===== src/rtl/tlp_digest_pkg.sv =====
package tlp_digest_pkg;

    localparam int DW_W = 32;
    localparam logic [DW_W-1:0] CRC_POLY = 32'h04C1_1DB7;
    localparam logic [DW_W-1:0] CRC_SEED = 32'hFFFF_FFFF;

    typedef struct packed {
        logic            sop;
        logic            eop;
        logic [DW_W-1:0] data;
    } dw_beat_t;

    // Advance the CRC register by one doubleword, most significant bit first.
    function automatic logic [DW_W-1:0] crc_step(input logic [DW_W-1:0] crc_in,
                                                  input logic [DW_W-1:0] dw);
        logic [DW_W-1:0] c;
        logic            fb;
        c = crc_in;
        for (int i = DW_W - 1; i >= 0; i--) begin
            fb = c[DW_W-1] ^ dw[i];
            c  = {c[DW_W-2:0], 1'b0};
            if (fb) c = c ^ CRC_POLY;
        end
        return c;
    endfunction

endpackage


===== src/rtl/tlp_digest_tx.sv =====
module tlp_digest_tx
    import tlp_digest_pkg::*;
#(
    parameter int FLAG_POS = 15
) (
    input  logic            clk,
    input  logic            rst,
    input  logic            bypass_en,
    input  logic            in_valid,
    input  logic            in_sop,
    input  logic            in_eop,
    input  logic [DW_W-1:0] in_data,
    output logic            in_ready,
    output logic            out_valid,
    output dw_beat_t        out_beat
);

    logic            pend_q;
    logic [DW_W-1:0] dig_q;
    logic [DW_W-1:0] crc_q;
    logic            flag_q;

    logic            accept;
    logic            flag_now;
    logic [DW_W-1:0] crc_nx;
    logic            insert;

    assign in_ready = !pend_q;
    assign accept   = in_valid && !pend_q;
    assign flag_now = in_sop ? in_data[FLAG_POS] : flag_q;
    assign crc_nx   = crc_step(in_sop ? CRC_SEED : crc_q, in_data);
    assign insert   = accept && in_eop && flag_now && !bypass_en;

    always_ff @(posedge clk) begin
        if (rst) begin
            pend_q    <= 1'b0;
            dig_q     <= '0;
            crc_q     <= CRC_SEED;
            flag_q    <= 1'b0;
            out_valid <= 1'b0;
            out_beat  <= '0;
        end else if (pend_q) begin
            out_valid     <= 1'b1;
            out_beat.sop  <= 1'b0;
            out_beat.eop  <= 1'b1;
            out_beat.data <= dig_q;
            pend_q        <= 1'b0;
        end else if (accept) begin
            out_valid     <= 1'b1;
            out_beat.sop  <= in_sop;
            out_beat.eop  <= in_eop && !insert;
            out_beat.data <= in_data;
            crc_q         <= crc_nx;
            flag_q        <= flag_now;
            if (insert) begin
                pend_q <= 1'b1;
                dig_q  <= ~crc_nx;
            end
        end else begin
            out_valid <= 1'b0;
        end
    end

endmodule


===== src/rtl/tlp_digest_rx.sv =====
module tlp_digest_rx
    import tlp_digest_pkg::*;
#(
    parameter int FLAG_POS = 15
) (
    input  logic            clk,
    input  logic            rst,
    input  logic            bypass_en,
    input  logic            in_valid,
    input  logic            in_sop,
    input  logic            in_eop,
    input  logic [DW_W-1:0] in_data,
    output logic            out_valid,
    output dw_beat_t        out_beat,
    output logic            crc_err
);

    logic            strip_q;
    logic            hold_vld_q;
    dw_beat_t        hold_q;
    logic [DW_W-1:0] crc_q;

    logic            strip_now;
    logic [DW_W-1:0] crc_base;

    assign strip_now = in_sop ? (in_data[FLAG_POS] && !bypass_en && !in_eop) : strip_q;
    assign crc_base  = in_sop ? CRC_SEED : crc_q;

    always_ff @(posedge clk) begin
        if (rst) begin
            strip_q    <= 1'b0;
            hold_vld_q <= 1'b0;
            hold_q     <= '0;
            crc_q      <= CRC_SEED;
            out_valid  <= 1'b0;
            out_beat   <= '0;
            crc_err    <= 1'b0;
        end else begin
            out_valid <= 1'b0;
            crc_err   <= 1'b0;
            if (in_valid) begin
                if (in_sop) strip_q <= strip_now;
                if (strip_now) begin
                    if (in_eop) begin
                        out_valid     <= 1'b1;
                        out_beat.sop  <= hold_q.sop;
                        out_beat.eop  <= 1'b1;
                        out_beat.data <= hold_q.data;
                        hold_vld_q    <= 1'b0;
                        crc_err       <= (in_data != ~crc_q) && !bypass_en;
                    end else begin
                        if (hold_vld_q) begin
                            out_valid     <= 1'b1;
                            out_beat.sop  <= hold_q.sop;
                            out_beat.eop  <= 1'b0;
                            out_beat.data <= hold_q.data;
                        end
                        hold_vld_q  <= 1'b1;
                        hold_q.sop  <= in_sop;
                        hold_q.eop  <= 1'b0;
                        hold_q.data <= in_data;
                        crc_q       <= crc_step(crc_base, in_data);
                    end
                end else begin
                    out_valid     <= 1'b1;
                    out_beat.sop  <= in_sop;
                    out_beat.eop  <= in_eop;
                    out_beat.data <= in_data;
                end
            end
        end
    end

endmodule


===== src/rtl/tlp_digest_engine.sv =====
module tlp_digest_engine
    import tlp_digest_pkg::*;
#(
    parameter int FLAG_POS = 15
) (
    input  logic            clk,
    input  logic            rst,
    input  logic            bypass_en,
    input  logic            tx_in_valid,
    input  logic            tx_in_sop,
    input  logic            tx_in_eop,
    input  logic [DW_W-1:0] tx_in_data,
    output logic            tx_in_ready,
    output logic            tx_out_valid,
    output logic            tx_out_sop,
    output logic            tx_out_eop,
    output logic [DW_W-1:0] tx_out_data,
    input  logic            rx_in_valid,
    input  logic            rx_in_sop,
    input  logic            rx_in_eop,
    input  logic [DW_W-1:0] rx_in_data,
    output logic            rx_out_valid,
    output logic            rx_out_sop,
    output logic            rx_out_eop,
    output logic [DW_W-1:0] rx_out_data,
    output logic            rx_crc_err
);

    dw_beat_t tx_beat;
    dw_beat_t rx_beat;

    tlp_digest_tx #(.FLAG_POS(FLAG_POS)) tx_i (
        .clk       (clk),
        .rst       (rst),
        .bypass_en (bypass_en),
        .in_valid  (tx_in_valid),
        .in_sop    (tx_in_sop),
        .in_eop    (tx_in_eop),
        .in_data   (tx_in_data),
        .in_ready  (tx_in_ready),
        .out_valid (tx_out_valid),
        .out_beat  (tx_beat)
    );

    tlp_digest_rx #(.FLAG_POS(FLAG_POS)) rx_i (
        .clk       (clk),
        .rst       (rst),
        .bypass_en (bypass_en),
        .in_valid  (rx_in_valid),
        .in_sop    (rx_in_sop),
        .in_eop    (rx_in_eop),
        .in_data   (rx_in_data),
        .out_valid (rx_out_valid),
        .out_beat  (rx_beat),
        .crc_err   (rx_crc_err)
    );

    assign tx_out_sop  = tx_beat.sop;
    assign tx_out_eop  = tx_beat.eop;
    assign tx_out_data = tx_beat.data;
    assign rx_out_sop  = rx_beat.sop;
    assign rx_out_eop  = rx_beat.eop;
    assign rx_out_data = rx_beat.data;

endmodule


===== config.mk =====
export PLATFORM = sky130hd
export DESIGN_NAME = tlp_digest_engine
export DESIGN_NICKNAME = d
export VERILOG_FILES = /design/src/rtl/tlp_digest_pkg.sv /design/src/rtl/tlp_digest_tx.sv /design/src/rtl/tlp_digest_rx.sv /design/src/rtl/tlp_digest_engine.sv
export SDC_FILE = /design/constraint.sdc
export NUM_CORES = 1
export LEC_CHECK = 0
export CORE_AREA = 3 3 148 186
export CTS_BUF_LIST = sky130_fd_sc_hd__clkbuf_8
export CTS_CLUSTER_SIZE = 14
export DETAILED_ROUTE_END_ITERATION = 7
export DIE_AREA = 0 0 151 189
export DONT_BUFFER_PORTS = 1
export GPL_ROUTABILITY_DRIVEN = 0
export GPL_TIMING_DRIVEN = 1
export PLACE_DENSITY = 0.9
export SYNTH_ARGS = -nofsm -noshare
export SYNTH_HDL_FRONTEND = slang
export SYNTH_HIERARCHICAL = 1
export SYNTH_SLANG_ARGS = --single-unit

===== constraint.sdc =====
create_clock -name clk -period 4 [get_ports clk]
set_clock_uncertainty 0.05 [all_clocks]
set_input_delay 0.6 -clock clk [delete_from_list [all_inputs] [get_ports clk]]
set_output_delay 0.6 -clock clk [all_outputs]
set_load 0.03 [all_outputs]

# Word level (Yosys, flattened, before mapping)
# Index checks and enable logic that the tools add are counted.
# word_totals
regBits,204
inputBits,73
out_inout_bits,72
# op_classes
n_eq_ne,2
n_mux,204
n_bitwise,135
n_reduce_logical,23
# ops
cell,count
32-bit two-way mux,126
27-bit two-way mux,64
14-bit NOT,64
34-bit two-way mux,3
33-bit two-way mux,2
32-bit NOT,2
1-bit XOR,64
32-bit inequality test,1
1-bit two-way mux,9
1-bit logical AND,8
2-bit AND reduction,4
3-bit AND reduction,2
1-bit NOT,5
1-bit zero test,4
2-bit OR reduction,2
4-bit OR reduction,1
"3-bit by 2-bit inequality test with 1-bit output, second input constant",1
3-bit OR reduction,1
2-bit nonzero test,1

# Depth between registers and ports, before layout
# Gate-level depths: netlist of the first run.
# depth
ltp_word,189
ltp_mapped,15
depth_no_buf,11

# By module
# Netlist of the first run, hierarchy kept.
# modules_own_cells
module,n_inst,cells_each,area_per_inst_um2,seq_area_each_um2
tlp_digest_rx,1,842,8089.0,2062.0
tlp_digest_tx,1,797,7547.2,2021.9

# Least setup slack after synthesis of the first run
# Ideal clock, no wire load.
# synth_timing
path_kind,in2reg
startpoint,in rx_in_data[25]
endpoint,reg rx_i.crc_q[12]
setup_ns,0.074
arrival_time_ns,4.087
slack_ns,-0.210
cell_stages,11
path_buffers,1
cell_sequence,buf_4 -> xnor2_2 -> xnor3_2 -> xor2_1 -> xnor2_1 -> xnor3_1 -> xnor2_2 -> xnor3_2 -> xor3_2 -> xnor3_1 -> o211ai_2
# synth_via
elab_chain_len,131
# synth_rtl
item,line,text
from (decl),tlp_digest_engine.sv:21,"input logic [DW_W-1:0] rx_in_data,"
1-bit XOR *,tlp_digest_pkg.sv:20,fb = c[DW_W-1] ^ dw[i];
27-bit two-way mux *,tlp_digest_pkg.sv:22,if (fb) c = c ^ CRC_POLY;
32-bit two-way mux *,tlp_digest_rx.sv:44,if (in_eop) begin
32-bit two-way mux *,tlp_digest_rx.sv:43,if (strip_now) begin
32-bit two-way mux *,tlp_digest_rx.sv:41,if (in_valid) begin
32-bit two-way mux *,tlp_digest_rx.sv:30,if (rst) begin
27-bit two-way mux / 14-bit NOT (equally long branches),--,
32-bit two-way mux *,tlp_digest_rx.sv:44,
(+115 left out),--,
"14-bit NOT (no line), or another cell as far along",--,
27-bit two-way mux / 32-bit two-way mux (equally long branches),"tlp_digest_pkg.sv:22, tlp_digest_rx.sv:30",
32-bit two-way mux *,tlp_digest_rx.sv:44,
32-bit two-way mux *,tlp_digest_rx.sv:43,
32-bit two-way mux *,tlp_digest_rx.sv:41,
32-bit two-way mux *,tlp_digest_rx.sv:30,
14-bit NOT (no line) / 1-bit XOR (equally long branches),--,
27-bit two-way mux *,tlp_digest_pkg.sv:22,
to (signal assigned),tlp_digest_rx.sv:62,"crc_q <= crc_step(crc_base, in_data);"
to (decl),tlp_digest_rx.sv:21,logic [DW_W-1:0] crc_q;
# Every way passes the cells marked *; elsewhere a longest branch is shown, timed or not. The select of a mux whose other input is x is not followed.
# A chain may end at the register's enable or synchronous reset.

# Final worst setup path of the first run
# layout_timing
startpoint,reg tx_i.crc_q[31]
endpoint,reg tx_i.crc_q[21]
# layout_via
elab_chain_len,42
# layout_rtl
item,line,text
from (decl),tlp_digest_tx.sv:20,logic [DW_W-1:0] crc_q;
from (signal assigned),tlp_digest_tx.sv:53,crc_q <= crc_nx;
32-bit two-way mux *,tlp_digest_tx.sv:31,"assign crc_nx = crc_step(in_sop ? CRC_SEED : crc_q, in_data);"
1-bit XOR *,tlp_digest_pkg.sv:20,
27-bit two-way mux *,tlp_digest_pkg.sv:22,
14-bit NOT (no line),--,
27-bit two-way mux (3 in a row),tlp_digest_pkg.sv:22,
14-bit NOT (no line),--,
27-bit two-way mux,tlp_digest_pkg.sv:22,
1-bit XOR,tlp_digest_pkg.sv:20,
(+16 left out),--,
14-bit NOT (no line),--,
27-bit two-way mux,tlp_digest_pkg.sv:22,
14-bit NOT (no line),--,
27-bit two-way mux,tlp_digest_pkg.sv:22,
14-bit NOT (no line),--,
27-bit two-way mux (4 in a row),tlp_digest_pkg.sv:22,
14-bit NOT (no line),--,
27-bit two-way mux * (6 in a row),tlp_digest_pkg.sv:22,
# Every way passes the cells marked *; elsewhere a longest branch is shown, timed or not.

==> impl_metrics.json, run 1 <==
{
  "status": "complete, but fails checks",
  "violations": "setup timing",
  "htreeDepth": 2,
  "grt_pass1_vias": 13000,
  "viasPerCell": 6.51,
  "area_growth_pct": 13.4,
  "synthCells": 1639,
  "wl_met1_um": 16900,
  "slew_headroom_pct": 8.48,
  "fin_crit_sh_pct": 112,
  "worstMarginPinSlew_ns": 1.37,
  "start_util_pct": 60.3,
  "rr_endpoint": "tx_i/crc_q[21]$_SDFFE_PP1P_",
  "grt_start_max_net_pins": 191,
  "root_buffer": "clkbuf_8",
  "async_flop_share_pct": 0,
  "path_clk_slew_ns": 0.07,
  "ff_latch_area_sq_mm": 0.00410,
  "fp.dieH_um": 189,
  "antenna_found_initial": 1,
  "placed_cell_area_sq_mm": 0.0164,
  "seq_area_frac_synth_pct": 26.1,
  "hold_path_end": "tx_i/out_beat[8]$_SDFFE_PP0P_",
  "cts_buffers": 36,
  "wl_met2_um": 26300,
  "vias": 13400,
  "track_usage_pct": 35.5,
  "cts.sinks": 204,
  "wl_per_cell_um": 28.1,
  "met3_length_um": 7670,
  "cap_violations": 0,
  "detailed_place_hpwl_um": 36100,
  "end_kind": "flip-flop",
  "route.detailed.drc": 0,
  "slowest_delay_ns": 0.74,
  "drive_gt1_share_pct": 19.2,
  "path_class": "flip-flop to flip-flop",
  "multi_input_area_sq_mm": 0.0115,
  "core.rowCount": 66,
  "rsz0062_at_grt": "true",
  "drt-initial-drc-count": 1683,
  "stdcell_area_sq_mm": 0.0177,
  "wirelength_um": 57800,
  "fin_ws_ns": -0.466,
  "avgSynthCellArea_sq_um": 9.54,
  "dieArea_sq_mm": 0.0285,
  "setup_viol": 33,
  "cts_tree": "done",
  "grt_pass1_wl_um": 76500,
  "port_buffers": 0,
  "finalSetupTns_ns": -4.51,
  "holdBufCountCts": 0,
  "finalHoldViolCount": 0,
  "top_layer": "met4",
  "cts_buffer_depth": 3,
  "cp_slowest_cell": "xnor2_1",
  "min_period_ns": 4.47,
  "fill_cells": 1642,
  "synth-main-ff-cell": "dfxtp_1",
  "diodes": 0,
  "arrival_ns": 4.87,
  "clk_latency_ns": 0.56,
  "yosysWarningCount": 6,
  "critPathLaunchType": "flip-flop",
  "syn-cell-area_sq_mm": 0.0156,
  "layout.nets": 1767,
  "hold_class": "primary input to flip-flop",
  "antenna_left": 0,
  "reg2reg_depth": 13,
  "ys_seq_elements": 204,
  "core_area_sq_mm": 0.0259,
  "cp.required_ns": 4.40,
  "final_max_slew_viol_count": 0,
  "cp_common_cell": "xnor2_1",
  "synth_edf_count": 0,
  "r2r_slack_ns": -0.47,
  "grt-ovfl-total": 0,
  "die_w_um": 151,
  "max_freq_mhz": 224,
  "drt_first_pass_iters": 8,
  "min-delay-start": "rst",
  "reg2reg_from": "tx_i/crc_q[31]$_SDFFE_PP1P_",
  "syn_nets": 1712,
  "path_cells": "xnor2_1 -> nor2_2 -> xnor2_4 -> buf_4 -> xor2_2 -> buf_4 -> xnor2_1 -> xnor3_1 -> xnor2_1 -> xnor2_1 -> xnor2_1 -> nor2_1 -> a211o_1",
  "cp_max_fo": 5,
  "hold_depth": 1,
  "synth.distinct_cells": 50,
  "io-pin-count": 145
}
cell usage in the layout, fill, tap and decap left out, drive strengths merged, types with 2 or more instances in the layout:
cell type	instances
xnor2	393
nand2b	2
dfxtp	204
buf	129
o21ai	9
a21oi	106
nand4	9
mux2i	65
o31ai	2
xnor3	86
nand3	4
nand3b	4
o211ai	19
xor2	141
a211o	20
or2	2
xor3	12
clkinvlp	4
and3	3
clkinv	3
inv	15
nor3	25
bufinv	2
nor2	223
clkbuf	41
nor2b	4
a211oi	35
nor4	5
nand2	143
synth_stat cells, drive strengths merged, types with 5 or more instances:
master | number | area, sq um
o211ai | 19 | 148
xnor2 | 393 | 3790
xnor3 | 86 | 1960
a211o | 20 | 175
nor3 | 25 | 125
buf | 49 | 299
nor4 | 5 | 31.3
a21oi | 106 | 531
mux2i | 65 | 651
clkbuf | 63 | 238
xor3 | 12 | 292
nand4 | 9 | 56.3
xor2 | 141 | 1330
nor2 | 223 | 875
nand2 | 143 | 537
a211oi | 35 | 263
o21ai | 9 | 45.0
dfxtp | 204 | 4080
logic make-up (layout without fill, tap and decap cells):
| group | count (synthesis) | count (layout) | share of synthesized area [%] |
|---|---|---|---|
| and+or+nand+nor | 427 | 427 | 11.3 |
| AOI/OAI and AO/OA | 195 | 195 | 7.74 |
| buffers and inverters | 115 | 194 | 3.50 |
| muxes | 66 | 66 | 4.23 |
| DFF | 204 | 204 | 26.1 |
| xor gates and xnor gates | 632 | 632 | 47.1 |
state kept, by name (all words and copies together), names as in the netlist:
| name | cells |
|---|---|
| rx_i/crc_err | 1 |
| rx_i/crc_q | 32 |
| rx_i/hold_q | 33 |
| rx_i/hold_vld_q | 1 |
| rx_i/out_beat | 34 |
| rx_i/out_valid | 1 |
| rx_i/strip_q | 1 |
| tx_i/crc_q | 32 |
| tx_i/dig_q | 32 |
| tx_i/flag_q | 1 |
| tx_i/out_beat | 34 |
| tx_i/out_valid | 1 |
| tx_i/pend_q | 1 |
area by class of cell:
type | instances | area share (%)
well taps | 340 | 2.40
flip-flops and latches | 204 | 23.1
clock inverters | 21 | 0.917
repair buffers | 129 | 5.60
clock buffers | 41 | 3.18
multi-input cells | 1320 | 64.7
inverters | 3 | 0.0635
critical path: cells and delay by family (launching register included):
| family | cells | cell delay [ns] |
|---|---|---|
| buf+inv | 2 | 0.48 |
| xor+xnor | 8 | 2.91 |
| simple gates | 2 | 0.21 |
| flops | 1 | 0.42 |
| compound gates | 1 | 0.29 |
timing repair:
item	in CTS	in global routing
setup endpoints to repair	24	72
gates resized for setup	12	63
endpoints found under the hold margin	0	0
setup buffers	0	29
pin swaps	1	22
gates cloned	0	0
worst max-delay path by stage:
stage	start	endpoint	slack (ns)	cells past startpoint
6_report	tx_i/crc_q[31]$_SDFFE_PP1P_	tx_i/crc_q[21]$_SDFFE_PP1P_	-0.47	13
5_1_grt	tx_i/crc_q[31]$_SDFFE_PP1P_	tx_i/crc_q[21]$_SDFFE_PP1P_	-0.29	13
4_1_cts	rx_i/crc_q[21]$_SDFFE_PP1P_	rx_i/crc_q[17]$_SDFFE_PP1P_	0.004	11
3_5_place_dp	tx_in_data[30]	tx_i/dig_q[15]$_SDFFE_PP0P_	-0.14	9
3_3_place_gp	tx_in_data[30]	tx_i/crc_q[17]$_SDFFE_PP1P_	0.01	9
2_1_floorplan	rx_in_sop	rx_i/crc_q[12]$_SDFFE_PP1P_	0.004	12
per-layer routing:
metal  GRT usage (%)  vias up
li1                -     5478
met1            34.3     6274
met2            58.4     1142
met3            13.6      495
met4            30.9        0
met5               0        -
per-stage QoR:
step / setup WS, ns / util [%] / hold WS (ns) / instances
finish: -0.466 / 68.4 / 0.0755 / 2058
global route: -0.294 / 68.4 / 0.0643 / 2058
CTS: 0.00393 / 66.2 / 0.0595 / 2029
detailed placement: -0.140 / 63.1 / 0.393 / 1967
global placement: 0.0140 / 63.1 / 0.386 / 1967
floorplan: 0.00358 / - / 0.383 / 1639
Power of run 1 is not shown: default switching activity piles up to over one toggle a cycle in this logic, so the estimate is an artifact.
==> inputs of run 2 (changes only) <==
--- a/config.mk
+++ b/config.mk
@@ -5,15 +5,16 @@
 export SDC_FILE = /design/constraint.sdc
 export NUM_CORES = 1
 export LEC_CHECK = 0
-export CORE_AREA = 3 3 148 186
-export CTS_BUF_LIST = sky130_fd_sc_hd__clkbuf_8
+export CORE_AREA = 3 3 150 189
+export CTS_BUF_LIST = sky130_fd_sc_hd__clkbuf_16
 export CTS_CLUSTER_SIZE = 14
 export DETAILED_ROUTE_END_ITERATION = 7
-export DIE_AREA = 0 0 151 189
+export DIE_AREA = 0 0 153 192
 export DONT_BUFFER_PORTS = 1
 export GPL_ROUTABILITY_DRIVEN = 0
 export GPL_TIMING_DRIVEN = 1
-export PLACE_DENSITY = 0.9
+export PLACE_DENSITY = 0.88
+export RECOVER_POWER = 50
 export SYNTH_ARGS = -nofsm -noshare
 export SYNTH_HDL_FRONTEND = slang
 export SYNTH_HIERARCHICAL = 1
==> run 2 against run 1 <==
Against the previous run:
- the run still ends with setup timing left
- non-clock buffer count fell by 4
- first-iteration DRC count down 27%
- sequential cell count did not move
- critical path depth fell by 1
- global-route usage is 3.9 points lower
- final area down 1.3%
- worst setup slack improved by 0.46 ns
==> impl_metrics.json, run 2 (same netlist as run 1, synthesis figures left out) <==
{
  "status": "complete, but fails checks",
  "violations": "setup timing",
  "cap_violations": 0,
  "grt_start_max_net_pins": 191,
  "place_worst_setup_slack_ns": -0.159,
  "worstMarginPinSlew_ns": 1.29,
  "cts.sinks": 204,
  "setup_viol": 1,
  "wirelength_um": 48900,
  "core_area_sq_mm": 0.0267,
  "cts_tree": "done",
  "min_period_ns": 4.01,
  "port_buffers": 0,
  "start_util_pct": 58.5,
  "max_freq_mhz": 250,
  "fin_ws_ns": -0.00618,
  "path_class": "flip-flop to flip-flop",
  "detailed_place_hpwl_um": 35900,
  "fp.dieH_um": 192,
  "grt_pass1_wl_um": 72200,
  "hold_class": "primary input to flip-flop",
  "io-pin-count": 145,
  "antenna_found_initial": 0,
  "drt-initial-drc-count": 1227,
  "cts_buffer_depth": 3,
  "layout.cells.most_common": "xnor2_1",
  "grt-ovfl-total": 0,
  "vias": 12300,
  "track_usage_pct": 31.6,
  "path_clk_slew_ns": 0.06,
  "end_kind": "flip-flop",
  "multi_input_area_sq_mm": 0.0113,
  "slew_headroom_pct": 14.2,
  "final_max_slew_viol_count": 0,
  "dieArea_sq_mm": 0.0294,
  "wl_per_cell_um": 24.0,
  "layout.nets": 1750,
  "ff_latch_area_sq_mm": 0.00409,
  "diodes": 0,
  "r2r_slack_ns": -0.006,
  "clk_latency_ns": 0.54,
  "core.rowCount": 67,
  "drt_first_pass_iters": 6,
  "layout_common_cells": "xnor2_1, nor2_1, dfxtp_1",
  "cts_buffers": 23,
  "htreeDepth": 1,
  "arrival_ns": 4.39,
  "finalHoldViolCount": 0,
  "die_w_um": 153,
  "cp.required_ns": 4.38,
  "route.detailed.drc": 0,
  "antenna_left": 0,
  "fill_cells": 1904,
  "root_buffer": "clkbuf_16",
  "viasPerCell": 6.05,
  "largest_registers": "rx_i/out_beat (34), tx_i/out_beat (34), rx_i/hold_q (33)",
  "area_growth_pct": 11.9,
  "grt_pass1_vias": 12400,
  "cp_max_fo": 5,
  "fin_crit_sh_pct": 100,
  "critPathLaunchType": "flip-flop",
  "holdBufCountCts": 0,
  "drive_gt1_share_pct": 16.0
}
run 2: path summary, 6_finish.rpt:
check                           cells after the start                             to                        start
worst max-delay path                               12    tx_i/crc_q[14]$_SDFFE_PP1P_  tx_i/crc_q[29]$_SDFFE_PP1P_
worst min-delay path                                1  tx_i/out_beat[9]$_SDFFE_PP0P_                          rst
worst max register to register                     12    tx_i/crc_q[14]$_SDFFE_PP1P_  tx_i/crc_q[29]$_SDFFE_PP1P_
worst min register to register                      2    rx_i/hold_q[8]$_SDFFE_PP0P_  rx_i/hold_q[8]$_SDFFE_PP0P_
run 2: cell type report:
class | count | share of cell area, %
tap | 345 | 2.47
inverter | 3 | 0.0644
timing repair buffer | 125 | 5.34
multi-input combinational | 1320 | 64.6
clock inverter | 18 | 0.887
sequential | 204 | 23.4
clock buffer | 23 | 3.29
run 2: metrics by stage:
stage	util [%]	instance area, sq um	hold slack, ns	TNS [ns]	instances
floorplan	-	15700	0.383	0	1639
global placement	61.5	16500	0.386	-0.112	1987
detailed placement	61.5	16500	0.392	-0.992	1987
CTS	64.5	17200	0.0808	0	2028
global route	65.4	17500	0.0793	-0.118	2038
finish	65.4	17500	0.0834	-0.00618	2038
run 2: what timing repair did:
action | CTS | global route
setup endpoints to repair | 10 | 49
resized for setup | 7 | 33
pin swaps | 0 | 9
buffers inserted | 0 | 10
run 2: worst max-delay path, cell delays in order (launching register included):
cell,delay (ns)
dfxtp_1,0.46
xnor2_1,0.18
nor2_1,0.10
xnor2_1,0.44
xnor3_1,0.59
xnor2_1,0.35
xnor2_1,0.17
buf_4,0.16
xor2_1,0.31
xnor3_1,0.43
xor2_1,0.28
nor2_1,0.08
a211o_1,0.28
run 2: metal layers:
metal  vias to the layer above  wire length (um)  GRT usage [%]
met3                       320              4410           7.19
li1                       5450                 -              -
met4                         0              4960           24.3
met1                      5794             15500           32.0
met2                       774             24100           56.5
met5                         -                 0              0
Power of run 2 is left out for the same reason.
==> inputs of run 3 (changes only) <==
--- a/config.mk
+++ b/config.mk
@@ -19,3 +19,4 @@
 export SYNTH_HDL_FRONTEND = slang
 export SYNTH_HIERARCHICAL = 1
 export SYNTH_SLANG_ARGS = --single-unit
+export TNS_END_PERCENT = 30
==> run 3 against run 2 <==
Against the previous run:
- the run still ends with setup timing left
- global-route usage unchanged
- register-to-register slack hardly changed
- critical path depth did not move
- sequential share of layout area about the same
- die area did not move
- wire length rose by 0.75%
- maximum frequency about the same
- final area about the same
- via count down 0.71%
- largest cell class unchanged
- highest routed layer unchanged
==> impl_metrics.json, run 3 (same netlist as run 1, synthesis figures left out) <==
{
  "start_util_pct": 58.5,
  "cts_buffers": 23,
  "cap_violations": 0,
  "cp_common_cell": "xnor2_1",
  "drive_gt1_share_pct": 16.0,
  "fill_cells": 1912,
  "viasPerCell": 6.01,
  "cts.sinks": 204,
  "hold_depth": 1,
  "layout.cells.most_common": "xnor2_1",
  "reg2reg_depth": 12,
  "place_inst": 1987,
  "hold_class": "primary input to flip-flop",
  "min_period_ns": 4.00,
  "wl_per_cell_um": 24.2,
  "slew_headroom_pct": 13.3,
  "worstMarginPinSlew_ns": 1.30,
  "wirelength_um": 49300,
  "drt-initial-drc-count": 1133,
  "layout_common_cells": "xnor2_1, nor2_1, dfxtp_1",
  "cts_buffer_depth": 3,
  "die_w_um": 153,
  "diodes": 0,
  "cp_slowest_cell": "xnor3_1",
  "core.rowCount": 67,
  "hold_path_end": "tx_i/out_beat[9]$_SDFFE_PP0P_",
  "status": "complete, but fails checks",
  "area_growth_pct": 11.9,
  "fin_ws_ns": -0.00404,
  "layout.nets": 1750,
  "detailed_place_hpwl_um": 35900,
  "drt_first_pass_iters": 7,
  "finalHoldViolCount": 0,
  "antenna_found_initial": 0,
  "setup_viol": 1,
  "port_buffers": 0,
  "path_class": "flip-flop to flip-flop",
  "violations": "setup timing",
  "final_max_slew_viol_count": 0,
  "min-delay-start": "rst",
  "grt_start_max_net_pins": 191,
  "route.detailed.drc": 0,
  "rsz0062_at_grt": "true",
  "crit_buf_inv": 1,
  "end_kind": "flip-flop",
  "cp_max_fo": 5,
  "clk_latency_ns": 0.54,
  "largest_registers": "rx_i/out_beat (34), tx_i/out_beat (34), rx_i/hold_q (33)",
  "fin_crit_sh_pct": 100,
  "grt_pass1_wl_um": 72200,
  "critPathLaunchType": "flip-flop",
  "finalNonFillerCells": 2038,
  "path_cells": "xnor2_1 -> nor2_1 -> xnor2_1 -> xnor3_1 -> xnor2_1 -> xnor2_1 -> buf_4 -> xor2_1 -> xnor3_1 -> xor2_1 -> nor2_1 -> a211o_1",
  "reg2reg_from": "tx_i/crc_q[29]$_SDFFE_PP1P_",
  "ff_latch_area_sq_mm": 0.00409,
  "max_freq_mhz": 250,
  "arrival_ns": 4.38,
  "grt_pass1_vias": 12400,
  "startpoint": "tx_i/crc_q[29]$_SDFFE_PP1P_",
  "cts_tree": "done",
  "r2r_slack_ns": -0.004,
  "fp.dieH_um": 192,
  "track_usage_pct": 31.6,
  "cp.required_ns": 4.38,
  "grt-ovfl-total": 0,
  "antenna_left": 0,
  "core_area_sq_mm": 0.0267,
  "dieArea_sq_mm": 0.0294,
  "path_clk_slew_ns": 0.06,
  "slowest_delay_ns": 0.59,
  "cp_top_family": "XOR/XNOR gates",
  "htreeDepth": 1,
  "multi_input_area_sq_mm": 0.0113,
  "io-pin-count": 145,
  "rr_endpoint": "tx_i/crc_q[14]$_SDFFE_PP1P_",
  "root_buffer": "clkbuf_16",
  "vias": 12300
}
[run 3: layout make-up]
class | count | share of cell area [%]
multi-input combinational | 1320 | 64.6
clock buffer | 23 | 3.29
inverter | 3 | 0.0644
timing repair buffer | 125 | 5.34
sequential | 204 | 23.4
clock inverter | 18 | 0.887
tap | 345 | 2.47
[run 3: routing by layer]
metal	global-route usage (%)	up-vias	wire [um]
met5	0	-	0
met4	24.3	0	5050
met3	7.19	312	4450
li1	-	5440	-
met1	32.0	5766	15600
met2	56.5	732	24200
[run 3: worst max-delay path by stage]
stage | depth (start not counted) | to
2_1_floorplan | 12 | rx_i/crc_q[12]$_SDFFE_PP1P_
5_1_grt | 12 | rx_i/crc_q[14]$_SDFFE_PP1P_
6_report | 12 | tx_i/crc_q[14]$_SDFFE_PP1P_
3_3_place_gp | 10 | tx_i/crc_q[27]$_SDFFE_PP1P_
3_5_place_dp | 10 | tx_i/crc_q[14]$_SDFFE_PP1P_
4_1_cts | 12 | rx_i/crc_q[12]$_SDFFE_PP1P_
[run 3: worst reg2reg max path, stage by stage (launching register included)]
cell and delay [ns]:
dfxtp_1 0.45, xnor2_1 0.18, nor2_1 0.11, xnor2_1 0.44, xnor3_1 0.60, xnor2_1 0.35, xnor2_1 0.17, buf_4 0.16
xor2_1 0.31, xnor3_1 0.43, xor2_1 0.30, nor2_1 0.08, a211o_1 0.28
[run 3: timing repair]
item | CTS | global route
setup endpoints to repair | 10 | 49
buffers inserted | 0 | 10
pin swaps | 0 | 9
gates resized for setup | 7 | 32
hold buffers | 0 | 0
gates cloned | 0 | 0
[run 3: metrics by stage]
step	util [%]	TNS (ns)	hold slack, ns	setup slack, ns	instance area, sq um
global route	65.4	-0.174	0.0793	-0.0383	17500
finish	65.4	-0.00404	0.0835	-0.00404	17500
floorplan	-	0	0.383	0.00358	15700
detailed placement	61.5	-0.992	0.392	-0.159	16500
global placement	61.5	-0.112	0.386	-0.0860	16500
CTS	64.5	0	0.0808	0.0151	17200
Power of run 3 is left out for the same reason.
